**src/rtl/link_reset_hs_pkg.sv**
```systemverilog
// Package: shared types and default run lengths for the link reset handshake.
// Assumes: nothing beyond IEEE 1800-2017.
package link_reset_hs_pkg;

    localparam int DEF_DET_RUN = 4;
    localparam int DEF_ACK_RUN = 10;

    typedef enum logic [2:0] {
        HS_IDLE  = 3'd0,
        HS_REQ   = 3'd1,
        HS_MWAIT = 3'd2,
        HS_PEND  = 3'd3,
        HS_ACK   = 3'd4,
        HS_DONE  = 3'd5
    } hs_state_t;

endpackage

```
**src/rtl/lrh_run_detect.sv**
```systemverilog
// Module: counts consecutive strobes that sample the incoming bit set.
// Saturates at RUN; any strobe with the bit clear restarts from zero.
// Assumes: strobe is a single-cycle pulse; rst_n is synchronous, active low.
module lrh_run_detect #(
    parameter int RUN = 4
) (
    input  logic clk,
    input  logic rst_n,
    input  logic strobe,
    input  logic bit_in,
    output logic hit
);
    localparam int CW = $clog2(RUN + 1);
    localparam logic [CW-1:0] FULL = CW'(RUN);

    logic [CW-1:0] run_q;

    // Advance, saturate or restart the run count on each strobe.
    always_ff @(posedge clk) begin
        if (!rst_n) begin
            run_q <= '0;
        end else if (strobe) begin
            if (!bit_in)
                run_q <= '0;
            else if (run_q != FULL)
                run_q <= run_q + 1'b1;
        end
    end

    assign hit = (run_q == FULL);

endmodule

```
**src/rtl/lrh_burst_count.sv**
```systemverilog
// Module: counts strobes in an outgoing burst; flags when LEN have elapsed.
// Assumes: clear is held while no burst runs; step only pulses inside a burst.
module lrh_burst_count #(
    parameter int LEN = 10
) (
    input  logic clk,
    input  logic rst_n,
    input  logic clear,
    input  logic step,
    output logic at_end
);
    localparam int CW = $clog2(LEN + 1);
    localparam logic [CW-1:0] LAST = CW'(LEN);

    logic [CW-1:0] cnt_q;

    // Hold at zero outside a burst, count strobes inside it.
    always_ff @(posedge clk) begin
        if (!rst_n || clear)
            cnt_q <= '0;
        else if (step && cnt_q != LAST)
            cnt_q <= cnt_q + 1'b1;
    end

    assign at_end = (cnt_q == LAST);

endmodule

```
**src/rtl/link_reset_hs.sv**
```systemverilog
// Module: link reset handshake controller, requester and acknowledger roles.
// The outgoing reset bit moves only on hyperframe strobes, except on abort.
// Assumes: cfg_master is static during a handshake; hf_strobe is one cycle wide.
module link_reset_hs
    import link_reset_hs_pkg::*;
#(
    parameter int DET_RUN = DEF_DET_RUN,
    parameter int ACK_RUN = DEF_ACK_RUN
) (
    input  logic clk,
    input  logic rst_n,
    input  logic hf_strobe,
    input  logic rx_rst_bit,
    input  logic cfg_master,
    input  logic cfg_en,
    input  logic cfg_out_en,
    input  logic clr_detect_hold,
    input  logic clr_done_hold,
    input  logic app_rst_assert,
    output logic tx_rst_bit,
    output logic app_rst_req,
    output logic st_detect,
    output logic st_detect_hold,
    output logic st_done,
    output logic st_done_hold
);
    hs_state_t state_q;
    logic      run_hit;
    logic      burst_end;
    logic      burst_step;
    logic      burst_clear;
    logic      tx_q, req_q, det_q, det_hold_q, done_q, done_hold_q;

    lrh_run_detect #(.RUN(DET_RUN)) u_run (
        .clk    (clk),
        .rst_n  (rst_n),
        .strobe (hf_strobe),
        .bit_in (rx_rst_bit),
        .hit    (run_hit)
    );

    assign burst_clear = (state_q != HS_ACK);
    assign burst_step  = (state_q == HS_ACK) && hf_strobe && !burst_end;

    lrh_burst_count #(.LEN(ACK_RUN)) u_burst (
        .clk    (clk),
        .rst_n  (rst_n),
        .clear  (burst_clear),
        .step   (burst_step),
        .at_end (burst_end)
    );

    // Handshake sequencing, outgoing bit and status flags.
    always_ff @(posedge clk) begin
        if (!rst_n) begin
            state_q     <= HS_IDLE;
            tx_q        <= 1'b0;
            req_q       <= 1'b0;
            det_q       <= 1'b0;
            det_hold_q  <= 1'b0;
            done_q      <= 1'b0;
            done_hold_q <= 1'b0;
        end else begin
            if (clr_detect_hold) det_hold_q  <= 1'b0;
            if (clr_done_hold)   done_hold_q <= 1'b0;
            case (state_q)
                HS_IDLE: begin
                    if (cfg_master) begin
                        if (cfg_en && app_rst_assert) begin
                            state_q <= HS_REQ;
                            det_q   <= 1'b0;
                            done_q  <= 1'b0;
                        end
                    end else if (run_hit) begin
                        state_q    <= HS_PEND;
                        det_q      <= 1'b1;
                        det_hold_q <= 1'b1;
                        done_q     <= 1'b0;
                        if (cfg_out_en) req_q <= 1'b1;
                    end
                end
                HS_REQ: begin
                    if (!cfg_en || !app_rst_assert) begin
                        state_q <= HS_IDLE;
                        tx_q    <= 1'b0;
                    end else if (run_hit) begin
                        state_q <= HS_MWAIT;
                    end else if (hf_strobe) begin
                        tx_q <= 1'b1;
                    end
                end
                HS_MWAIT: begin
                    if (!cfg_en || !app_rst_assert) begin
                        state_q <= HS_IDLE;
                        tx_q    <= 1'b0;
                    end else if (hf_strobe) begin
                        tx_q <= 1'b0;
                    end
                end
                HS_PEND: begin
                    if (!cfg_en || app_rst_assert) state_q <= HS_ACK;
                end
                HS_ACK: begin
                    if (hf_strobe) begin
                        if (!burst_end) begin
                            tx_q <= 1'b1;
                        end else begin
                            tx_q        <= 1'b0;
                            done_q      <= 1'b1;
                            done_hold_q <= 1'b1;
                            state_q     <= HS_DONE;
                        end
                    end
                end
                HS_DONE: begin
                    if (!run_hit) state_q <= HS_IDLE;
                end
                default: state_q <= HS_IDLE;
            endcase
        end
    end

    assign tx_rst_bit     = tx_q;
    assign app_rst_req    = req_q;
    assign st_detect      = det_q;
    assign st_detect_hold = det_hold_q;
    assign st_done        = done_q;
    assign st_done_hold   = done_hold_q;

endmodule

```
**config.mk**
```make
export PLATFORM = sky130hd
export DESIGN_NAME = link_reset_hs
export DESIGN_NICKNAME = d
export VERILOG_FILES = /design/src/rtl/link_reset_hs_pkg.sv /design/src/rtl/lrh_run_detect.sv /design/src/rtl/lrh_burst_count.sv /design/src/rtl/link_reset_hs.sv
export SDC_FILE = /design/constraint.sdc
export NUM_CORES = 1
export LEC_CHECK = 0
export CORE_MARGIN = 4
export CORE_UTILIZATION = 50
export DETAILED_ROUTE_END_ITERATION = 7
export HOLD_SLACK_MARGIN = 0.03
export PLACE_DENSITY = 0.81
export REMOVE_ABC_BUFFERS = 1
export SETUP_SLACK_MARGIN = 0.1
export SKIP_CTS_REPAIR_TIMING = 1
export SYNTH_ARGS = -nofsm -noshare
export SYNTH_HDL_FRONTEND = slang
export SYNTH_SLANG_ARGS = --single-unit
```
**constraint.sdc**
```tcl
create_clock -name clk -period 4.8 [get_ports clk]
set_input_delay 0.48 -clock clk [delete_from_list [all_inputs] [get_ports clk]]
set_output_delay 0.48 -clock clk [all_outputs]
set_load 0.05 [all_outputs]
```
==> reports/summary.md <==
The flow ran to the end, and the final reports show no timing, DRC or antenna violations. Across every metal layer, demand over resource in global routing totals 15.9%. Number of buffer and inverter stages on the critical path: 1.

The number of global-route vias before repair is 741. The cell type with the largest total area after synthesis was dfxtp_1. The run gives 0 as the max-slew violation count.

Of all flip-flops after synthesis, the portion carrying an async set or reset was 0%. The largest incremental delay on the critical path was 0.55 ns. The area share of the largest cell type after synthesis was 35.2%.

For the endpoint required time on the critical path, the log shows 4.98 ns. Setup repair after global routing left no endpoint under its margin. Power spread over the standard cell area amounts to 309 nW/um^2.

The clock-pin slew on the worst setup and hold paths works out to 0.09 ns. 0 antenna diodes ended up in the layout. Counting every sink on the clock net gives 16. Of all nets on the critical path, the largest fanout is 6.

Summed over all layers, the global routing overflow is 0. The worst path in the final design needs a cycle of 2.27 ns, including I/O delays and setup. The residual antenna-violating net count after detailed routing was 0; the maximum number of pins on one net before global-route repair was 16. Synthesis produced 113 cells. The worst setup path is captured at a flop. The tools report the number of distinct library cells after synthesis as 40. Data on the critical path arrives at its endpoint at 2.45 ns. The clock network latency to the later pin of the worst-skew pair is 0.28 ns. The floorplan has 15 rows. The number of DRC markers after the initial detailed-route iteration is 9.

Count of vias placed by the detailed router: 837. For the setup skew after layout, the log shows 0.00351 ns. The final non-filler cell area came out at 1080 um^2. For this run, the leading register cell type out of synthesis is dfxtp_1. The total detailed-routing wirelength came out at 1860 um.

In this run, synthesis inferred 0 flip-flops with an integrated enable. The I/O pin total came out at 16. For the starting utilization of the core area, the log shows 52.8%. The run gives 1 as the maximum level of the CTS H-tree.

For flop-to-flop paths, the worst setup slack is 2.67 ns. For the number of hold violations in the final report, the log shows 0. Following the worst setup path forward leads to its endpoint at st_done. In this run the deepest clock path goes through 2 buffers. TritonCTS created 3 clock buffers. Ranked by total cell area, the synthesized netlist is headed by dfxtp_1 (35%), a21oi_1 (6.0%), nor2_1 (5.8%), ha_1 (5.5%), nand2_1 (4.9%). The most numerous cell in the Yosys netlist was dfxtp_1. Prior to clock tree synthesis, the placed netlist has a worst setup slack of 2.24 ns. The first global-routing pass estimated 3190 um of wire. Grouping stages by cell kind, the critical path spends the most delay in compound AO/OA/AOI/OAI gates. The area growth from synthesis to layout is 18.8%.

For the warning count from the yosys run, the log shows 0. The final cell utilization of the core was 62.7%. In the final layout, the share of cells above drive strength 1 is 4.80%.

The tree is rooted in a clkbuf_4. The run gives 215 uV as the worst supply voltage drop on vdd. Worst setup path category: in2reg. The mapped cell area is 911 um^2, and the number of gates on the worst path with buffers counted is 6. Traced cell by cell, the critical path runs through clkdlybuf4s50_1 -> nand2_1 -> a32oi_2 -> o2111ai_2 -> or4_1 -> a221oi_1. The worst register-to-register path ends at st_done.

From bottom edge to top edge, the die measures 50.7 um. For the net count of the finished layout, the log shows 141. The tools report the share of synthesized area occupied by flip-flops and latches as 35.2%. The tool flagged a number of max-cap violations equal to 0. In the final routed layout, each cell accounts on average for 12.4 um. Timing-limited maximum frequency: 0.440 GHz. The die covers 2570 um^2. The remaining design rule violation count was 0; the number of failing setup endpoints in the final timing report was 0.

Summed over all cells, the static leakage comes to 0.395 nW. The commonest cells after synthesis are dfxtp_1 (16), nor2_1 (14), nand2_1 (12). The share of the clock period used by the worst path was 47.3%; the horizontal die dimension was 50.7 um.

The startpoint identified for the worst register-to-register timing path is state_q[1]. The tools report the sort of element at the start of the critical path as an input pin. The logs give 0 for the initial antenna violation count and 2.53 ns for the least setup slack across all paths after layout. The worst relative slew slack is 58.5%, and the transition time at the pin with the least slew margin is 0.616 ns.

Worst setup path startpoint: cfg_en. The total core area was 1730 um^2. The number of port buffers is 15, and the placement-stage cell area is 1060 um^2. The congestion estimate from routability-driven global placement came to 0.839. Across all hold checks on the routed design, the worst slack comes to 0.486 ns.

TritonCTS built the clock tree. The first-pass iteration count of the detailed router was 4; the post-synthesis average cell area was 8.06 um^2. The placed wire-length estimate after detailed placement is 1400 um, and the setup TNS is 0 ns. On the critical path, the stage with the largest delay is an instance of clkdlybuf4s50_1.

The tightest min-delay check is of the reg2reg type. Number of cells on the worst reg-to-reg path: 5. The synthesized flop and latch total came out at 16.

In the routed layout, each cell is associated on average with a via count of 5.58.
-- worst reg2reg max path, cell delays in order (launching register included) --
cell and delay, ns:
dfxtp_1 0.64, nor3_2 0.14, a32oi_2 0.23, o2111ai_2 0.21, or4_1 0.48, a221oi_1 0.34
-- area by class of cell --
| class | instances | area (um^2) |
|---|---|---|
| Clock buffer | 3 | 22.5 |
| Fill cell | 169 | 644 |
| Inverter | 7 | 26.3 |
| Multi-Input combinational cell | 84 | 532 |
| Sequential cell | 16 | 320 |
| Tap cell | 25 | 31.3 |
| Timing Repair Buffer | 15 | 150 |
-- cell usage in the layout (no fill, tap or decap), types with 2 or more instances in the layout --
cell type and instances:
o21ai_0 4, a211oi_1 2, nor2_1 14, or3b_1 2
nand3_1 3, xor2_1 2, nand2_1 12, ha_1 4
nor3b_1 2, clkbuf_4 3, nand4_1 2, inv_1 7
clkdlybuf4s50_1 15, dfxtp_1 16, xnor2_1 2, nand3b_1 2
a21oi_1 11
-- registers in the layout, summed over array words and instances, names as in the netlist --
| register | count |
|---|---|
| st_detect | 1 |
| u_burst.cnt_q | 4 |
| st_done | 1 |
| st_done_hold | 1 |
| tx_rst_bit | 1 |
| u_run.run_q | 3 |
| app_rst_req | 1 |
| st_detect_hold | 1 |
| state_q | 3 |
-- how the worst min path moves through the flow --
stage	startpoint	endpoint	slack [ns]	depth (start not counted)
after global routing	u_run.run_q[1]	u_run.run_q[1]	0.51	2
after CTS	u_run.run_q[1]	u_run.run_q[1]	0.49	2
after global placement	app_rst_req	app_rst_req	0.45	2
after detailed placement	u_run.run_q[1]	u_run.run_q[1]	0.47	2
after floorplan	u_run.run_q[1]	u_run.run_q[1]	0.45	2
final	u_run.run_q[1]	u_run.run_q[1]	0.49	2
-- power breakdown --
| part | switching (mW) | internal, mW |
|---|---|---|
| clock network | 0.0401 | 0.0291 |
| logic | 0.0562 | 0.0453 |
| registers | 0.0206 | 0.143 |
-- through the flow --
step,instances,total power [mW]
after global placement,147,0.264
final,150,0.335
after CTS,150,0.338
after global routing,150,0.355
after floorplan,107,0.233
after detailed placement,147,0.269
-- cell families (layout without fill, tap and decap cells) --
| family | after synthesis | count (layout) | synth area share, % |
|---|---|---|---|
| flip-flops | 16 | 16 | 35.2 |
| buffers and inverters | 13 | 25 | 6.46 |
| AO/OA/AOI/OAI | 27 | 27 | 20.2 |
| AND/OR/NAND/NOR | 49 | 49 | 28.8 |
| XOR/XNOR | 4 | 4 | 3.85 |
| adder cells (fa/ha/maj) | 4 | 4 | 5.49 |
-- per-layer routing --
| metal | wire length, um | vias up | share of wire (%) | track usage (%) |
|---|---|---|---|---|
| li1 | - | 424 | - | - |
| met1 | 879 | 385 | 47 | 21.3 |
| met2 | 869 | 26 | 47 | 25.0 |
| met3 | 97 | 2 | 5.2 | 4.15 |
| met4 | 12 | 0 | 0.65 | 4.48 |
| met5 | 0 | - | 0 | 0 |
No activity file was read; power rests on OpenSTA's default activity.
